File: src/rtl/boot_lock_pkg.sv
// Shared types and constants for the dual boot region lockout unit.
package boot_lock_pkg;
    // Kind of array-modifying request under judgement.
    typedef enum logic {
        REQ_SECTOR_PGM = 1'b0,
        REQ_CHIP_ERASE = 1'b1
    } req_kind_e;

    localparam int unsigned N_REGIONS   = 2;
    localparam int unsigned REG_LO      = 0;
    localparam int unsigned REG_HI      = 1;
    localparam logic [7:0]  STAT_OPEN   = 8'hFE;
    localparam logic [7:0]  STAT_LOCKED = 8'hFF;
    localparam logic [7:0]  STAT_NONE   = 8'h00;
endpackage

File: src/rtl/boot_lock_flag.sv
// One-way lock flag modelling a non-volatile bit.
// Assumes: tst_clr is asserted at least once before use so the flag is known;
// the ordinary reset does not touch the flag, it only blocks set requests.
module boot_lock_flag (
    input  logic clk,
    input  logic rst_n,
    input  logic tst_clr,
    input  logic set_req,
    output logic locked
);
    // Flag update: test clear wins, otherwise a set outside reset sticks.
    always_ff @(posedge clk) begin
        if (tst_clr)
            locked <= 1'b0;
        else if (rst_n && set_req)
            locked <= 1'b1;
    end

    // the flag never drops unless the test clear was applied.
    a_r3_no_clear_without_test: assert property (@(posedge clk) disable iff (!rst_n)
        $fell(locked) |-> $past(tst_clr));

    // a set request outside reset is visible on the next cycle.
    a_r2_set_sticks: assert property (@(posedge clk) disable iff (!rst_n)
        (set_req && !tst_clr) |=> locked);

    // during reset, without a test clear, the flag holds.
    a_r8_hold_in_reset: assert property (@(posedge clk)
        (!rst_n && !tst_clr) |=> $stable(locked));
endmodule

File: src/rtl/boot_region_match.sv
// Decides whether a sector number falls into one protected end region.
// Assumes: the region is aligned and a power-of-two multiple of a sector,
// so the top TAG_W sector bits identify it completely.
module boot_region_match #(
    parameter int unsigned SEC_W = 11,
    parameter int unsigned TAG_W = 5,
    parameter logic [TAG_W-1:0] TAG = '0
) (
    input  logic [SEC_W-1:0] sector,
    output logic             hit
);
    localparam int unsigned SHIFT = SEC_W - TAG_W;

    // Region compare on the upper sector bits.
    always_comb begin
        hit = ((sector >> SHIFT) == SEC_W'(TAG));
    end
endmodule

File: src/rtl/boot_lock_status.sv
// Builds the identification-mode status byte from the two lock flags.
// Assumes: only the two fixed status addresses carry lock information;
// every other address answers with zero.
module boot_lock_status
    import boot_lock_pkg::*;
#(
    parameter int unsigned ADDR_W = 19,
    parameter logic [ADDR_W-1:0] LO_ADDR = '0,
    parameter logic [ADDR_W-1:0] HI_ADDR = '1
) (
    input  logic [ADDR_W-1:0]    addr,
    input  logic [N_REGIONS-1:0] locks,
    output logic [7:0]           data
);
    // Address decode to the status byte.
    always_comb begin
        if (addr == LO_ADDR)
            data = locks[REG_LO] ? STAT_LOCKED : STAT_OPEN;
        else if (addr == HI_ADDR)
            data = locks[REG_HI] ? STAT_LOCKED : STAT_OPEN;
        else
            data = STAT_NONE;
    end
endmodule

File: src/rtl/boot_lock_unit.sv
// Dual boot region write lockout: two one-way lock flags guarding the lowest
// and highest regions of the byte address space, a registered grant/deny for
// sector program and whole-array erase requests, and identification status.
// Assumes: strobes are single-cycle; tst_clr is used once at bring-up.
module boot_lock_unit
    import boot_lock_pkg::*;
#(
    parameter int unsigned ADDR_W   = 19,
    parameter int unsigned SECTOR_W = 8,
    parameter int unsigned REGION_W = 14
) (
    input  logic                       clk,
    input  logic                       rst_n,
    input  logic                       tst_clr,
    input  logic                       lock_lo_req,
    input  logic                       lock_hi_req,
    input  logic                       wr_req,
    input  logic                       wr_kind,
    input  logic [ADDR_W-SECTOR_W-1:0] wr_sector,
    input  logic                       id_rd,
    input  logic [ADDR_W-1:0]          id_addr,
    output logic                       grant_vld,
    output logic                       grant_ok,
    output logic                       id_vld,
    output logic [7:0]                 id_data
);
    localparam int unsigned SEC_W = ADDR_W - SECTOR_W;
    localparam int unsigned TAG_W = ADDR_W - REGION_W;
    localparam logic [ADDR_W-1:0] ID_LO_ADDR = ADDR_W'(2);
    localparam logic [ADDR_W-1:0] ID_HI_ADDR = ~ADDR_W'(13);

    logic [N_REGIONS-1:0] lock_q;
    logic [N_REGIONS-1:0] sec_hit;
    logic [N_REGIONS-1:0] set_vec;
    logic [7:0]           stat_byte;
    logic                 deny;
    req_kind_e            kind;

    assign set_vec = {lock_hi_req, lock_lo_req};
    assign kind    = req_kind_e'(wr_kind);

    // One flag and one region comparator per protected end of the space.
    for (genvar g = 0; g < N_REGIONS; g++) begin : g_region
        boot_lock_flag u_flag (
            .clk     (clk),
            .rst_n   (rst_n),
            .tst_clr (tst_clr),
            .set_req (set_vec[g]),
            .locked  (lock_q[g])
        );
        boot_region_match #(
            .SEC_W (SEC_W),
            .TAG_W (TAG_W),
            .TAG   ((g == 0) ? {TAG_W{1'b0}} : {TAG_W{1'b1}})
        ) u_match (
            .sector (wr_sector),
            .hit    (sec_hit[g])
        );
    end

    boot_lock_status #(
        .ADDR_W  (ADDR_W),
        .LO_ADDR (ID_LO_ADDR),
        .HI_ADDR (ID_HI_ADDR)
    ) u_status (
        .addr  (id_addr),
        .locks (lock_q),
        .data  (stat_byte)
    );

    // Deny decision: erase needs both clear, program needs its region clear.
    always_comb begin
        if (kind == REQ_CHIP_ERASE)
            deny = |lock_q;
        else
            deny = |(lock_q & sec_hit);
    end

    // Response registers for the grant and the status read.
    always_ff @(posedge clk) begin
        if (!rst_n) begin
            grant_vld <= 1'b0;
            grant_ok  <= 1'b0;
            id_vld    <= 1'b0;
            id_data   <= STAT_NONE;
        end else begin
            grant_vld <= wr_req;
            grant_ok  <= wr_req && !deny;
            id_vld    <= id_rd;
            if (id_rd)
                id_data <= stat_byte;
        end
    end

    // reset leaves no valid response behind.
    a_r1_quiet_after_reset: assert property (@(posedge clk)
        !rst_n |=> (!grant_vld && !id_vld));

    // a program into a locked region is answered with a deny.
    a_r4_locked_sector_denied: assert property (@(posedge clk) disable iff (!rst_n)
        (wr_req && !wr_kind && |(lock_q & sec_hit)) |=> (grant_vld && !grant_ok));

    // a whole-array erase is refused while any lock is set.
    a_r6_erase_refused: assert property (@(posedge clk) disable iff (!rst_n)
        (wr_req && wr_kind && |lock_q) |=> !grant_ok);

    // a program outside both regions is always permitted.
    a_r5_free_sector_granted: assert property (@(posedge clk) disable iff (!rst_n)
        (wr_req && !wr_kind && !(|sec_hit)) |=> (grant_vld && grant_ok));

    // lower status read reflects the lower flag before the edge.
    a_r7_lo_status: assert property (@(posedge clk) disable iff (!rst_n)
        (id_rd && id_addr == ID_LO_ADDR) |=>
            (id_vld && id_data == ($past(lock_q[REG_LO]) ? STAT_LOCKED : STAT_OPEN)));
endmodule

File: config.mk
export PLATFORM = sky130hd
export DESIGN_NAME = boot_lock_unit
export DESIGN_NICKNAME = d
export VERILOG_FILES = /design/src/rtl/boot_lock_pkg.sv /design/src/rtl/boot_lock_flag.sv /design/src/rtl/boot_region_match.sv /design/src/rtl/boot_lock_status.sv /design/src/rtl/boot_lock_unit.sv
export SDC_FILE = /design/constraint.sdc
export NUM_CORES = 1
export LEC_CHECK = 0
export BUFFER_PORTS_ARGS = -buffer_cell sky130_fd_sc_hd__buf_2
export CAP_MARGIN = 15
export CORE_AREA = 2 2 39 41
export DETAILED_ROUTE_END_ITERATION = 6
export DIE_AREA = 0 0 41 43
export PLACE_DENSITY = 0.74
export SYNTH_ARGS = -nofsm -noshare
export SYNTH_HDL_FRONTEND = slang
export SYNTH_SLANG_ARGS = --single-unit
File: constraint.sdc
create_clock -name clk -period 2.1 [get_ports clk]
set_input_delay 0.105 -clock clk [delete_from_list [all_inputs] [get_ports clk]]
set_output_delay 0.105 -clock clk [all_outputs]
set_load 0.05 [all_outputs]
## Word level (Yosys, flattened, before mapping)

Cells that the tools add are included.

| cells by class | value |
|---|---|
| equal/unequal tests | 3 |
| mux-type cells | 5 |
| bitwise logic cells | 1 |
| reductions and logical operators | 7 |

Operators with widths:

| operator | number |
|---|---|
| == test 19 bit, second input constant | 1 |
| == test 19 x 2 -> 1 bit, second input constant | 1 |
| 2-to-1 mux 8 bit | 2 |
| logical NOT 11 bit | 1 |
| == test 5 bit, second input constant | 1 |
| OR reduction 2 bit | 2 |
| logical AND 1 bit | 3 |
| 2-to-1 mux 1 bit | 3 |
| bitwise AND 2 bit | 1 |
| logical NOT 1 bit | 1 |

| storage, ports and cells | value |
|---|---|
| register bits after elaboration | 13 |
| bits of input ports | 38 |
| output and inout bits | 11 |
| logic and storage cells | 22 |

## Longest topological paths before layout

| logic depth | value |
|---|---|
| depth after elaboration | 6 |
| mapped depth | 4 |
| mapped depth without buffers | 4 |

## Modules after synthesis

From an unflattened synthesis, not the netlist that was laid out.

| unflattened totals | value |
|---|---|
| cell total of the unflattened synthesis | 67 |
| area total of the unflattened synthesis | 651.9 µm² |

By module, submodules not included:

| module | instances | cells each | area an instance (µm²) | sequential area each (µm²) |
|---|---|---|---|---|
| boot_lock_unit | 1 | 33 | 394.1 | 220.2 |
| boot_lock_status | 1 | 23 | 176.4 | 0.0 |
| boot_lock_flag | 2 | 3 | 28.8 | 20.0 |
| boot_region_match (g_region[1].u_match) | 1 | 3 | 12.5 | 0.0 |
| boot_region_match (g_region[0].u_match) | 1 | 2 | 11.3 | 0.0 |

## Worst setup path after synthesis

No wires, ideal clock.

| timing path | value |
|---|---|
| path type | input to register |
| start point | input id_addr[3] |
| end point | register id_data[0] |
| setup time | 0.074 ns |
| data arrival time | 1.084 ns |
| data required time | 2.026 ns |
| slack | 0.942 ns |
| stages on the path | 4 |
| buffers on the path | 0 |
| cells stage by stage | or4b_4 > nor3_2 > nand4_1 > a31oi_1 |

| on the way | value |
|---|---|
| cells in the longest elaborated chain, start to end | 3 |
| elaborated cells on any way between the ends | 4 |
| classes of those cells | eq/ne: 2; mux: 2 |

RTL lines:

| element | line | RTL |
|---|---|---|
| from (decl) | boot_lock_unit.sv:21 | `input logic [ADDR_W-1:0] id_addr,` |
| == test 19 bit | boot_lock_status.sv:19 | `else if (addr == HI_ADDR)` |
| 2-to-1 mux 8 bit | boot_lock_status.sv:19 |  |
| 2-to-1 mux 8 bit * | boot_lock_status.sv:17 | `if (addr == LO_ADDR)` |
| to (signal assigned) | boot_lock_unit.sv:91 | `id_data <= stat_byte;` |
| to (decl) | boot_lock_unit.sv:25 | `output logic [7:0] id_data` |

Mark *: on every way between the ends. The rest lies on a longest branch, timed or not.
A chain may end at the register's enable or synchronous reset.

## Worst setup path in the final report

Ends and elaborated chain as after synthesis.

==> impl_metrics.yaml <==
outcome:
  status: "completed"
timing:
  relSlewSlack_pct: 75.3
  finalSetupViolations: 0
  slew_viol_final: 0
  finalSetupTns_ns: 0
  finalCritPeriodShare_pct: 50.9
  rsz0062_at_grt: "false"
  max_freq_mhz: 935
  setup_slack_ns: 1.03
  period_minus_slack_ns: 1.07
  skew_ns: 0.00193
  tightest_slew_ns: 0.368
  hold_viol_final: 0
clock_network:
  ctsRootBufferMaster: "clkbuf_4"
  postCtsSetupRepairBufs: 0
  clock_path_buffers: 2
  cts.sinks: 7
  hold_buffers: 0
  cts_resized: 0
  h-tree-depth: 1
  path_clk_slew_ns: 0.05
  cts_buffers: 3
  insertion_delay_ns: 0.25
  cts_tree: "built"
power:
  p_seq_share_pct: 40.3
  p_int_w: 0.000249
  powerDensity_nw_per_um2: 602
  pwr-share-clk_pct: 33.2
  pwr-share-comb_pct: 26.4
  p_sw_share_pct: 30.8
  p_sw_w: 0.000111
  p_leak_nw: 0.292
  vdd_drop_max_mv: 0.225
floorplan:
  die_x_um: 41
  die_h_um: 43
  rows: 14
  num_io_pins: 49
  die-area_um2: 1760
  coreArea_um2: 1380
  start_util_pct: 27.8
routing:
  drt_pass1_iterations: 3
  finalWirelength_um: 876
  wl_per_cell_um: 8.50
  drtAntennaViolNets: 0
  via_count: 487
  vias_per_cell: 4.73
  drt_iter0_drc: 3
  drc_errors: 0
synth:
  ys_types: 16
  netlist_instances: 47
  synth_area_per_cell_um2: 8.20
  seq_area_frac_synth_pct: 36.4
  syn_nets: 85
  ys_ff_latch: 7
  synthesis.area_um2: 385
  synth-warning-count: 0
worst_setup_path:
  cp-start-kind: "input pin"
  crit_type: "input pin to flip-flop"
  required_ns: 2.28
  worstPathArrival_ns: 1.25
  path_max_fanout: 2
  cp-end-kind: "flip-flop"
flow_run:
  drv_cap: 0
layout:
  nNetsFinal: 126
  post-route-util_pct: 43.1
  drive_above_1_share_pct: 55.2
  final_cell_mix: "buf_2 (42), dfxtp_1 (7), nor2_1 (5)"
  final_common_cell: "buf_2"
  n_antenna_cell: 0
  finalNonFillerCells: 103
  finalInstanceArea_um2: 597
  area_delta_synth_final_pct: 54.9
placement:
  postPlaceCellArea_um2: 571
  pre_cts_slack_ns: 0.765
  gp_congestion: 0.572
  io_buffers: 42
  dp_cells: 99
grt:
  track_usage_pct: 11.7
  grtUsageMet1_pct: 10.9
  overflow: 0
  antenna_found_initial: 0
  grt_pass1_vias: 403
  grt_max_degree: 9
  grt_use_met3_pct: 4.71
  grt_busiest_layer: "met2"
  use_met2_pct: 20.3
  grt_pass1_wl_um: 1410
hold_path:
  hold_path_class: "input pin to flip-flop"
through the flow:
stage,power (W),hold WS [ns]
final,0.000359,0.0256
after global routing,0.000383,0.0234
after CTS,0.000367,0.0178
after detailed placement,0.000243,0.286
after global placement,0.000242,0.279
after floorplan,0.000206,0.177
area by class of cell:
cell class	instances	area, um^2
flip-flops and latches	7	140
well taps	16	20.0
clock buffers	4	26.3
repair buffers	42	210
multi-input cells	34	200
fillers	150	787
kinds of logic (layout without fill, tap and decap cells):
logic type | count (synthesis) | in the layout | synth area share [%]
compound gates | 8 | 8 | 11.0
simple gates | 26 | 26 | 40.9
buf+inv | 6 | 46 | 11.7
flops | 7 | 7 | 36.4
critical path: stages:
cell     delay (ns)
buf_2          0.10
or4b_4         0.54
nor3_2         0.23
nand4_1        0.11
a31oi_1        0.16
per-layer routing:
metal	wire, um	vias to the layer above
met5	0	-
met4	8	0
met3	115	2
met2	445	29
met1	306	201
li1	-	255
sequential cells by signal (all words and copies together), names as in the netlist:
name                    count
grant_ok                    1
grant_vld                   1
id_data                     2
g_region.u_flag.locked      2
id_vld                      1
cells in the mapped netlist:
cell type	number	area (um^2)
nand4_1	4	25.0
and3_1	1	6.26
and2_1	2	12.5
or4b_4	1	13.8
dfxtp_1	7	140
a31oi_1	2	12.5
nor2_1	5	18.8
or4_1	2	15.0
buf_4	6	45.0
or3_1	1	6.26
nor4_1	2	12.5
nor3_2	2	20.0
nand2_1	2	7.51
a21oi_1	2	10.0
o21ai_0	4	20.0
nand3_1	4	20.0
final timing paths:
path | startpoint | to | slack [ns] | depth (start not counted)
worst max register to register | id_data[6] | id_data[6] | 1.39 | 2
worst min-delay path | tst_clr | g_region[0].u_flag.locked | 0.03 | 2
worst max-delay path | id_addr[3] | id_data[0] | 1.03 | 5
worst min register to register | g_region[1].u_flag.locked | id_data[0] | 0.50 | 2
power by group through the flow:
stage	logic [W]	clock network [W]	registers [W]
3_5_place_dp	0.0000956	0	0.000148
2_1_floorplan	0.0000407	0	0.000165
3_3_place_gp	0.0000943	0	0.000147
4_1_cts	0.0000958	0.000126	0.000145
5_1_grt	0.000104	0.000132	0.000146
6_report	0.0000950	0.000119	0.000145
Power figures use the tool's default switching activity.
